**src/rtl/ir_cap_pkg.sv**
```systemverilog
package ir_cap_pkg;

    typedef enum logic [1:0] {
        ST_IDLE,
        ST_MARK,
        ST_SPACE,
        ST_DONE
    } cap_state_e;

    localparam int unsigned ADDR_W = 6;

    localparam logic [ADDR_W-1:0] A_CTRL     = 6'h00;
    localparam logic [ADDR_W-1:0] A_PERIOD   = 6'h01;
    localparam logic [ADDR_W-1:0] A_RESTART  = 6'h02;
    localparam logic [ADDR_W-1:0] A_IRQEN    = 6'h03;
    localparam logic [ADDR_W-1:0] A_STATUS   = 6'h04;
    localparam logic [ADDR_W-1:0] A_CAP_BASE = 6'h10;

endpackage

```
**src/rtl/ir_cap_sync.sv**
```systemverilog
module ir_cap_sync #(
    parameter int unsigned PERIOD_W = 16
) (
    input  logic                clk,
    input  logic                rst_n,
    input  logic                rx_raw,
    input  logic                run,
    input  logic [PERIOD_W-1:0] period,
    output logic                rx_act,
    output logic                tick
);

    logic [1:0]          sync_q;
    logic [PERIOD_W-1:0] div_q;
    logic                wrap;

    // two-flop resynchroniser, idle level is high
    always_ff @(posedge clk or negedge rst_n) begin
        if (!rst_n) begin
            sync_q <= 2'b11;
        end else begin
            sync_q <= {sync_q[0], rx_raw};
        end
    end

    assign rx_act = ~sync_q[1];
    assign wrap   = (div_q >= period);
    assign tick   = run && wrap;

    always_ff @(posedge clk or negedge rst_n) begin
        if (!rst_n) begin
            div_q <= '0;
        end else if (!run || wrap) begin
            div_q <= '0;
        end else begin
            div_q <= div_q + 1'b1;
        end
    end

endmodule

```
**src/rtl/ir_cap_bank.sv**
```systemverilog
module ir_cap_bank #(
    parameter int unsigned NUM_WORDS = 17,
    parameter int unsigned WIDTH_W   = 8
) (
    input  logic                                clk,
    input  logic                                rst_n,
    input  logic                                clr,
    input  logic                                we,
    input  logic [$clog2(NUM_WORDS*4+1)-1:0]    widx,
    input  logic [WIDTH_W-1:0]                  wval,
    output logic [NUM_WORDS*4*WIDTH_W-1:0]      words_flat
);

    localparam int unsigned NUM_ENTRIES = NUM_WORDS * 4;
    localparam int unsigned IDX_W       = $clog2(NUM_ENTRIES + 1);

    for (genvar e = 0; e < NUM_ENTRIES; e++) begin : g_ent
        logic [WIDTH_W-1:0] ent_q;

        always_ff @(posedge clk or negedge rst_n) begin
            if (!rst_n) begin
                ent_q <= '0;
            end else if (clr) begin
                ent_q <= '0;
            end else if (we && (widx == IDX_W'(e))) begin
                ent_q <= wval;
            end
        end

        assign words_flat[e*WIDTH_W +: WIDTH_W] = ent_q;
    end

endmodule

```
**src/rtl/ir_cap_regs.sv**
```systemverilog
module ir_cap_regs
    import ir_cap_pkg::*;
#(
    parameter int unsigned NUM_WORDS = 17,
    parameter int unsigned WIDTH_W   = 8,
    parameter int unsigned PERIOD_W  = 16
) (
    input  logic                            clk,
    input  logic                            rst_n,
    input  logic                            reg_wr,
    input  logic [ADDR_W-1:0]               reg_addr,
    input  logic [4*WIDTH_W-1:0]            reg_wdata,
    input  logic [NUM_WORDS*4*WIDTH_W-1:0]  words_flat,
    input  logic                            done_evt,
    output logic                            cfg_ir_en,
    output logic                            cfg_wid_en,
    output logic [WIDTH_W-1:0]              cfg_done_cnt,
    output logic [PERIOD_W-1:0]             cfg_period,
    output logic                            restart,
    output logic                            status,
    output logic                            irq,
    output logic [4*WIDTH_W-1:0]            reg_rdata
);

    localparam int unsigned WORD_W = 4 * WIDTH_W;

    logic              irq_en_q;
    logic              clr_evt;
    logic [ADDR_W-1:0] cap_off;
    logic              unused_wbits;

    assign unused_wbits = ^reg_wdata;

    assign restart = reg_wr && (reg_addr == A_RESTART) && reg_wdata[0];
    assign clr_evt = reg_wr && (reg_addr == A_STATUS)  && reg_wdata[0];

    always_ff @(posedge clk or negedge rst_n) begin
        if (!rst_n) begin
            cfg_ir_en    <= 1'b0;
            cfg_wid_en   <= 1'b0;
            cfg_done_cnt <= '0;
            cfg_period   <= '0;
            irq_en_q     <= 1'b0;
        end else if (reg_wr) begin
            if (reg_addr == A_CTRL) begin
                cfg_ir_en    <= reg_wdata[0];
                cfg_wid_en   <= reg_wdata[1];
                cfg_done_cnt <= reg_wdata[8 +: WIDTH_W];
            end
            if (reg_addr == A_PERIOD) begin
                cfg_period <= reg_wdata[PERIOD_W-1:0];
            end
            if (reg_addr == A_IRQEN) begin
                irq_en_q <= reg_wdata[0];
            end
        end
    end

    // completion wins over a simultaneous acknowledge
    always_ff @(posedge clk or negedge rst_n) begin
        if (!rst_n) begin
            status <= 1'b0;
        end else if (done_evt) begin
            status <= 1'b1;
        end else if (clr_evt) begin
            status <= 1'b0;
        end
    end

    assign irq = status & irq_en_q;

    always_comb begin
        reg_rdata = '0;
        cap_off   = reg_addr - A_CAP_BASE;
        if (reg_addr == A_CTRL) begin
            reg_rdata[0]             = cfg_ir_en;
            reg_rdata[1]             = cfg_wid_en;
            reg_rdata[8 +: WIDTH_W]  = cfg_done_cnt;
        end else if (reg_addr == A_PERIOD) begin
            reg_rdata[PERIOD_W-1:0] = cfg_period;
        end else if (reg_addr == A_IRQEN) begin
            reg_rdata[0] = irq_en_q;
        end else if (reg_addr == A_STATUS) begin
            reg_rdata[0] = status;
        end else if ((reg_addr >= A_CAP_BASE) && (cap_off < ADDR_W'(NUM_WORDS))) begin
            reg_rdata = words_flat[cap_off*WORD_W +: WORD_W];
        end
    end

endmodule

```
**src/rtl/ir_width_capture.sv**
```systemverilog
module ir_width_capture
    import ir_cap_pkg::*;
#(
    parameter int unsigned NUM_WORDS = 17,
    parameter int unsigned WIDTH_W   = 8,
    parameter int unsigned PERIOD_W  = 16
) (
    input  logic                 clk,
    input  logic                 rst_n,
    input  logic                 ir_rx,
    input  logic                 reg_wr,
    input  logic [5:0]           reg_addr,
    input  logic [4*WIDTH_W-1:0] reg_wdata,
    output logic [4*WIDTH_W-1:0] reg_rdata,
    output logic                 irq
);

    localparam int unsigned NUM_ENTRIES = NUM_WORDS * 4;
    localparam int unsigned IDX_W       = $clog2(NUM_ENTRIES + 1);
    localparam logic [IDX_W-1:0]   LAST_IDX = IDX_W'(NUM_ENTRIES - 1);
    localparam logic [WIDTH_W-1:0] SAT_VAL  = '1;

    cap_state_e state_q, state_d;
    logic [WIDTH_W-1:0] cnt_q, cnt_d;
    logic [IDX_W-1:0]   idx_q, idx_d;

    logic                           cfg_ir_en, cfg_wid_en, run;
    logic [WIDTH_W-1:0]             cfg_done_cnt;
    logic [PERIOD_W-1:0]            cfg_period;
    logic                           restart, status;
    logic                           rx_act, tick;
    logic                           bank_we, done_evt, space_over;
    logic [WIDTH_W-1:0]             cnt_inc;
    logic [NUM_WORDS*4*WIDTH_W-1:0] words_flat;

    assign run = cfg_ir_en & cfg_wid_en;

    ir_cap_sync #(.PERIOD_W(PERIOD_W)) u_sync (
        .clk    (clk),
        .rst_n  (rst_n),
        .rx_raw (ir_rx),
        .run    (run),
        .period (cfg_period),
        .rx_act (rx_act),
        .tick   (tick)
    );

    ir_cap_regs #(
        .NUM_WORDS (NUM_WORDS),
        .WIDTH_W   (WIDTH_W),
        .PERIOD_W  (PERIOD_W)
    ) u_regs (
        .clk          (clk),
        .rst_n        (rst_n),
        .reg_wr       (reg_wr),
        .reg_addr     (reg_addr),
        .reg_wdata    (reg_wdata),
        .words_flat   (words_flat),
        .done_evt     (done_evt),
        .cfg_ir_en    (cfg_ir_en),
        .cfg_wid_en   (cfg_wid_en),
        .cfg_done_cnt (cfg_done_cnt),
        .cfg_period   (cfg_period),
        .restart      (restart),
        .status       (status),
        .irq          (irq),
        .reg_rdata    (reg_rdata)
    );

    ir_cap_bank #(.NUM_WORDS(NUM_WORDS), .WIDTH_W(WIDTH_W)) u_bank (
        .clk        (clk),
        .rst_n      (rst_n),
        .clr        (restart),
        .we         (bank_we),
        .widx       (idx_q),
        .wval       (cnt_q),
        .words_flat (words_flat)
    );

    assign cnt_inc    = (cnt_q == SAT_VAL) ? SAT_VAL : cnt_q + 1'b1;
    assign space_over = run && ((cnt_q == SAT_VAL) ||
                                ((cfg_done_cnt != '0) && (cnt_q >= cfg_done_cnt)));

    // state register
    always_ff @(posedge clk or negedge rst_n) begin
        if (!rst_n) begin
            state_q <= ST_IDLE;
            cnt_q   <= '0;
            idx_q   <= '0;
        end else begin
            state_q <= state_d;
            cnt_q   <= cnt_d;
            idx_q   <= idx_d;
        end
    end

    // next state and outputs
    always_comb begin
        state_d  = state_q;
        cnt_d    = cnt_q;
        idx_d    = idx_q;
        bank_we  = 1'b0;
        done_evt = 1'b0;
        unique case (state_q)
            ST_IDLE: begin
                if (tick && rx_act) begin          // start
                    state_d = ST_MARK;
                    cnt_d   = 1;
                end
            end
            ST_MARK: begin
                if (tick) begin
                    if (rx_act) begin
                        cnt_d = cnt_inc;
                    end else begin
                        bank_we = 1'b1;
                        idx_d   = idx_q + 1'b1;
                        if (idx_q == LAST_IDX) begin   // fill
                            state_d  = ST_DONE;
                            done_evt = 1'b1;
                        end else begin                 // mark_end
                            state_d = ST_SPACE;
                            cnt_d   = 1;
                        end
                    end
                end
            end
            ST_SPACE: begin
                if (space_over) begin                  // finish
                    bank_we  = 1'b1;
                    idx_d    = idx_q + 1'b1;
                    state_d  = ST_DONE;
                    done_evt = 1'b1;
                end else if (tick) begin
                    if (rx_act) begin
                        bank_we = 1'b1;
                        idx_d   = idx_q + 1'b1;
                        if (idx_q == LAST_IDX) begin   // fill
                            state_d  = ST_DONE;
                            done_evt = 1'b1;
                        end else begin                 // space_end
                            state_d = ST_MARK;
                            cnt_d   = 1;
                        end
                    end else begin
                        cnt_d = cnt_inc;
                    end
                end
            end
            ST_DONE: begin
                state_d = ST_DONE;
            end
        endcase
        if (restart) begin                             // restart
            state_d  = ST_IDLE;
            cnt_d    = '0;
            idx_d    = '0;
            bank_we  = 1'b0;
            done_evt = 1'b0;
        end
    end

endmodule

```
**config.mk**
```make
export PLATFORM = sky130hd
export DESIGN_NAME = ir_width_capture
export DESIGN_NICKNAME = d
export VERILOG_FILES = /design/src/rtl/ir_cap_pkg.sv /design/src/rtl/ir_cap_sync.sv /design/src/rtl/ir_cap_bank.sv /design/src/rtl/ir_cap_regs.sv /design/src/rtl/ir_width_capture.sv
export SDC_FILE = /design/constraint.sdc
export NUM_CORES = 1
export LEC_CHECK = 0
export ABC_AREA = 1
export CAP_MARGIN = 40
export CORE_AREA = 2 2 236 238
export DETAILED_ROUTE_END_ITERATION = 16
export DIE_AREA = 0 0 238 240
export PLACE_DENSITY_LB_ADDON = 0.08
export SLEW_MARGIN = 20
export SYNTH_ARGS = -nofsm -noshare
export SYNTH_HDL_FRONTEND = slang
export SYNTH_HIERARCHICAL = 1
export SYNTH_SLANG_ARGS = --single-unit
```
**constraint.sdc**
```tcl
create_clock -name clk -period 3.4 [get_ports clk]
set_clock_uncertainty 0.2 [all_clocks]
set_input_delay 0.68 -clock clk [delete_from_list [all_inputs] [get_ports clk]]
set_output_delay 0.68 -clock clk [all_outputs]
set_load 0.005 [all_outputs]
```
# Word-level counts from Yosys, hierarchy flattened
# Cells that the tools add are included.
dict set report op_classes {
  n_eq_ne 82
  mul 0
  order_cmp 4
  shifts 1
  mux 192
  n_reduce_logical 161
  n_addsub 4
  n_div 0
  n_bitwise 3
}
# op n
set op_table {}
lappend op_table {{$mux 8} 146}
lappend op_table {{$shiftx 544x12->32} 1}
lappend op_table {{$eq 7x6->1 const B} 32}
lappend op_table {{$reduce_bool 2->1} 69}
lappend op_table {{$eq 7x5->1 const B} 16}
lappend op_table {{$logic_and 1x1->1} 77}
lappend op_table {{$mux 16} 4}
lappend op_table {{$mux 31} 2}
lappend op_table {{$eq 7x4->1 const B} 8}
lappend op_table {{$mux 7} 6}
lappend op_table {{$mux 32} 1}
lappend op_table {{$eq 7x3->1 const B} 4}
lappend op_table {{$eq 7x7->1 const B} 4}
lappend op_table {{$pmux 8 s3} 1}
lappend op_table {{$mux 1} 18}
lappend op_table {{$mux 2} 9}
lappend op_table {{$add 16x1->16 const B} 1}
lappend op_table {{$ge 16x16->1} 1}
lappend op_table {{$reduce_and 5->1} 3}
lappend op_table {{$eq 7x2->1 const B} 2}
lappend op_table {{$pmux 7 s2} 1}
lappend op_table {{$eq 6x2->1 const B} 2}
lappend op_table {{$ne 3x3->1 const B} 4}
lappend op_table {{$add 8x1->8 const B} 1}
lappend op_table {{other kinds (27)} 34}
dict set report totals {
  out_inout_bits 33
  input_bits 42
  regBits 607
  mem_bits_ro 0
  latchBits 0
  ramBits 0
  mem_count 0
  wordCells 526
}

# Longest topological paths before layout
dict set report depth {
  depth_word 10
  ltp_mapped 23
}

# By module
# The synthesis kept the hierarchy.
# mod seq_area_each_um2 area_per_inst_um2 cells_each instances
set modules_own_cells {}
lappend modules_own_cells {ir_cap_bank 13613.1 21459.3 2268 1}
lappend modules_own_cells {ir_cap_regs 700.7 5883.1 1138 1}
lappend modules_own_cells {ir_width_capture 425.4 1640.3 240 1}
lappend modules_own_cells {ir_cap_sync 452.9 1295.0 157 1}

# Least setup slack after synthesis
# Ideal clock, no wire load.
dict set report synth_path {
  kind {input-to-reg}
  start {input port reg_addr[4]}
  end {register u_bank.g_ent[35].ent_q[4]}
  setup_ns 0.083
  slack_ns -0.582
  cell_stages 19
  path_buffers 6
  arrival_time_ns 3.700
  path_cell_list {clkbuf_1 inv_1 clkbuf_1 buf_1 ha_1 inv_1 nor2_1 inv_2 nor2_1 nor2_1 a21boi_1 buf_4 nand2_1 nor2_4 buf_4 nand2_1 clkbuf_1 nand3_1 o21ai_0}
}
dict set report synth_between {
  elab_chain_cells 6
  word_cells_on_any_way 7
  classes_between {1 x eq/ne; 2 x mux; 4 x reduce/logical}
}
# element line_no
set synth_lines {}
lappend synth_lines {{start, declared} ir_width_capture.sv:12} ;# input logic [5:0] reg_addr,
lappend synth_lines {{$eq 6x2->1} ir_cap_regs.sv:34} ;# assign restart = reg_wr && (reg_addr == A_RESTART) && reg_wdata[0];
lappend synth_lines {{$logic_and 1x1->1 (2 in a row)} ir_cap_regs.sv:34}
lappend synth_lines {{named net restart} ir_width_capture.sv:30} ;# logic restart, status;
lappend synth_lines {{$mux 1} ir_width_capture.sv:154} ;# if (restart) begin
lappend synth_lines {{named net bank_we} ir_width_capture.sv:32} ;# logic bank_we, done_evt, space_over;
lappend synth_lines {{$logic_and 1x1->1} ir_cap_bank.sv:25} ;# end else if (we && (widx == IDX_W'(e))) begin
lappend synth_lines {{$reduce_bool 2->1 (no line)} -}
lappend synth_lines {{end signal, assigned} ir_cap_bank.sv:26} ;# ent_q <= wval;
lappend synth_lines {{end, declared} ir_cap_bank.sv:18} ;# logic [WIDTH_W-1:0] ent_q;
# The timed path passes the listed nets, and every way through them passes these cells.
# A chain may end at the register's enable or synchronous reset.

# Final worst setup path
dict set report layout_path {
  start {input port reg_addr[1]}
  end {output port reg_rdata[10]}
}
dict set report layout_between {
  elab_chain_cells 8
  word_cells_on_any_way 14
  classes_between {1 x add/sub; 2 x order compare; 3 x eq/ne; 1 x shift; 5 x mux; 2 x reduce/logical}
}
# element line_no
set layout_lines {}
lappend layout_lines {{branches (longest 7 deep; another with $sub 6x5->6)} -}
lappend layout_lines {{$mux 8 *} ir_cap_regs.sv:75} ;# if (reg_addr == A_CTRL) begin
lappend layout_lines {{end, declared} ir_width_capture.sv:14} ;# output logic [4*WIDTH_W-1:0] reg_rdata,
# Every way passes the cells marked *.

==> summary.md <==
| Metric | Value |
|---|---|
| Status | `complete, but fails checks` |
| Violated checks | `negative setup slack` |
| Post-synthesis cell area | `0.0303 mm²` |
| Row Count | `86` |
| CTS buffer count | `70` |
| Crit path cell chain | `buf_2 > buf_12 > inv_6 > nor2_4 > buf_12 > buf_12 > buf_16 > buf_12 > nand2_1 > nand4_1 > a21oi_2 > nand2_2 > a21oi_2 > nor2_1 > clkdlybuf4s15_2` |
| Unrepaired setup endpoints after global routing | `true` |
| Sequential-to-total area share from yosys stat | `approximately half` |
| Fin nets | `4113` |
| Layout area overhead | `24.4%` |
| # IOs | `75` |
| F_max | `0.293 GHz` |
| CP dominant cell by count | `buf_12` |
| Crit Path Max Fanout | `7` |
| Max clock buf depth | `3` |
| Fin cells | `~4.8k` |
| Clk slew on worst S/H paths | `about 0.060 ns` |
| Clock root cell | `clkbuf_16` |
| Worst-Skew Late Latency | `0.61 ns` |
| Area of the core | `around 0.055 mm²` |
| Average size of a mapped cell | `7.96 µm²` |
| EDFF count, synth | `0` |
| Tmin final | `between 3 and 4 ns` |
| Max_slew headroom | `40.5%` |
| Slew Limit Fails | `0` |
| Setup-failing EPs final | `2` |
| Dpl hpwl | `approximately 68000 µm` |
| Crit path DAT | `between 2 and 3 ns` |
| Final Hold Fails | `0` |
| Worst min-delay path class | `reg -> reg` |
| Drt initial violations | `roughly 4k` |
| Largest net degree at the start of global routing | `85` |
| Share of the synthesized area in the top cell type | `about half` |
| Commonest non-fill, non-tap cell in the layout | `nand2_1` |
| Least-Margin Pin Slew | `around 0.9 ns` |
| Cell count after synthesis | `roughly 3.8k` |
| CP top delay family | `buffers and inverters` |
| CTS tree | `yes` |
| Setup ws final | `-0.0117 ns` |
| Inst Count DP | `~4.6k` |
| Global-route wire length before repair | `164000 µm` |
| Die height | `~240 µm` |
| Chip Width | `between 200 and 250 µm` |
| Sum of buffers and inverters on the critical path | `8` |
| First drt pass iteration count | `10` |
| DP Worst Slack | `-0.844 ns` |
| Setup crit start kind | `input port` |
| Max-cap violations | `0` |
| PortBufs | `58` |
| Commonest cells after routing, fill and taps aside | `1152 x nand2_1, 682 x nand3_1, 605 x dfrtp_1, 266 x o21ai_0, 230 x buf_4` |
| Synth cell types | `a little over 50` |
| WL/cell | `22.7 µm` |
| Share of layout cells above drive strength 1 | `18.3%` |
| Peak supply drop | `~440 µV` |
| Sinks on Clock Net | `607` |
| Syn_nets | `3880` |
| Worst setup EP type | `primary output` |
| Ys Warns | `6` |
| Slowest stage cell, crit path | `clkdlybuf4s15_2` |
| Initial Utilization | `between 50% and 60%` |
| Antenna-violating nets left | `0` |
| Leakage Power | `0.0182 µW` |
| Post-route DRC | `0` |
| GRT overflow | `0` |
| Async S/R FF share, synth | `100%` |
| CP required | `2.52 ns` |
| Synth area leaders | `dfrtp_1 50%, nand2_1 15%, nand3_1 11%` |
| Setup_tns | `-0.0159 ns` |
| Final WL | `109000 µm` |
| CP peak stage delay | `0.22 ns` |
| Via count of the first global-routing pass | `28.6k` |
| Pwr/cell area | `about 470 mW/mm²` |
| Setup slack, reg-to-reg | `about 0.090 ns` |
| Synth Flop Type | `dfrtp_1` |
| Overall Global Routing Usage | `37.2%` |
| Final Cycle Share | `100%` |
| Setup CP Type | `in -> out` |
| CTS H-tree depth | `3` |
| Yosys reg bits | `about 600` |
| Routed vias/inst | `6.28` |
| GPL Wtd Cong | `0.931` |
| Initial antenna violation count | `1` |
| Area leader, netlist | `dfrtp_1` |
| Die area | `0.0571 mm²` |
| DR vias | `between 30k and 40k` |
stage by stage:
step	total power, µW	instance area (µm²)	hold WS (ns)	util, %
global route	18400	37700	0.164	68.9
CTS	17800	37200	0.162	68.0
finish	17800	37700	0.161	68.9
detailed placement	10000	33700	0.154	61.6
floorplan	8810	30400	0.145	-
global placement	9960	33700	0.152	61.6
synth_stat cells, drive strengths merged (3+ instances only):
library cell,number
nand2,1207
nand3,706
dfrtp,605
o21ai,331
clkbuf,146
inv,146
nor2,144
buf,119
nand4,119
a21oi,80
a22oi,74
ha,35
xor2,13
nor3,12
a31oi,10
o211ai,9
a41oi,8
mux2,6
and3,3
nand3b,3
o21a,3
o221ai,3
o31ai,3
or2,3
report_power, final:
group          internal (µW)  switching [µW]  leakage [µW]
logic                    929            1810       0.00855
registers               7320             112       0.00845
clock network           4570            3090       0.00116
total                  12800            5010        0.0182
worst register-to-register path: cells and delay by family, from the launching register on:
kind / cells / cell delay, ns
compound gates: 3 / 0.39
flops: 1 / 0.35
simple gates: 14 / 1.11
buf+inv: 6 / 0.84
fa+ha+maj: 1 / 0.29
registers in the layout, summed over array words and instances, names as in the netlist:
| register | cells |
|---|---|
| u_sync/div_q | 16 |
| u_regs/status | 1 |
| u_regs/cfg_ir_en | 1 |
| u_bank/g_ent.ent_q | 544 |
| u_regs/cfg_wid_en | 1 |
| u_sync/sync_q | 2 |
| idx_q | 7 |
| cnt_q | 8 |
| u_regs/irq_en_q | 1 |
| u_regs/cfg_done_cnt | 8 |
| u_regs/cfg_period | 16 |
| state_q | 2 |
cell type report:
| type | count | area [µm²] |
|---|---|---|
| Fill cell | 4368 | 17000 |
| Sequential cell | 607 | 15200 |
| Multi-Input combinational cell | 2784 | 14000 |
| Timing Repair Buffer | 426 | 4640 |
| Clock buffer | 103 | 2130 |
| Tap cell | 704 | 881 |
| Inverter | 147 | 572 |
| Clock inverter | 21 | 204 |
| Antenna cell | 1 | 2.50 |
cells by family after synthesis:
logic type	Yosys count	synth area share, %
AND/OR/NAND/NOR	2198	32.2
buffers and inverters	412	5.62
flip-flops	607	50.2
adder cells (fa/ha/maj)	35	1.45
multiplexers	6	0.223
AO/OA/AOI/OAI	530	9.93
XOR/XNOR	15	0.434
final timing paths:
path | start | endpoint | depth (start not counted)
setup / recovery | reg_addr[1] | reg_rdata[10] | 15
hold / removal | u_sync/sync_q[0] | u_sync/sync_q[1] | 0
setup reg to reg | u_regs/cfg_period[1] | u_bank/g_ent[20].ent_q[6] | 24
hold reg to reg | u_sync/sync_q[0] | u_sync/sync_q[1] | 0
max in group asynchronous | rst_n | u_bank/g_ent[57].ent_q[7] | 3
min in group asynchronous | rst_n | u_bank/g_ent[26].ent_q[3] | 2
per-layer routing:
layer	part of all wire (%)	GRT usage, %	vias up
met5	0	0	-
met4	6.4	22.4	0
met3	9.4	7.12	414
met2	46	58.7	1847
met1	38	48.0	14500
li1	-	-	13300
what timing repair did:
| action | 4_1_cts | 5_1_grt |
|---|---|---|
| pin swaps | 86 | 41 |
| endpoints found under the hold margin | 69 | 0 |
| gates cloned | 15 | 17 |
| setup endpoints to repair | 231 | 522 |
| hold buffers | 1 | 0 |
| resized for setup | 260 | 159 |
| setup buffers | 28 | 9 |
(Power assumes the default switching activity.)
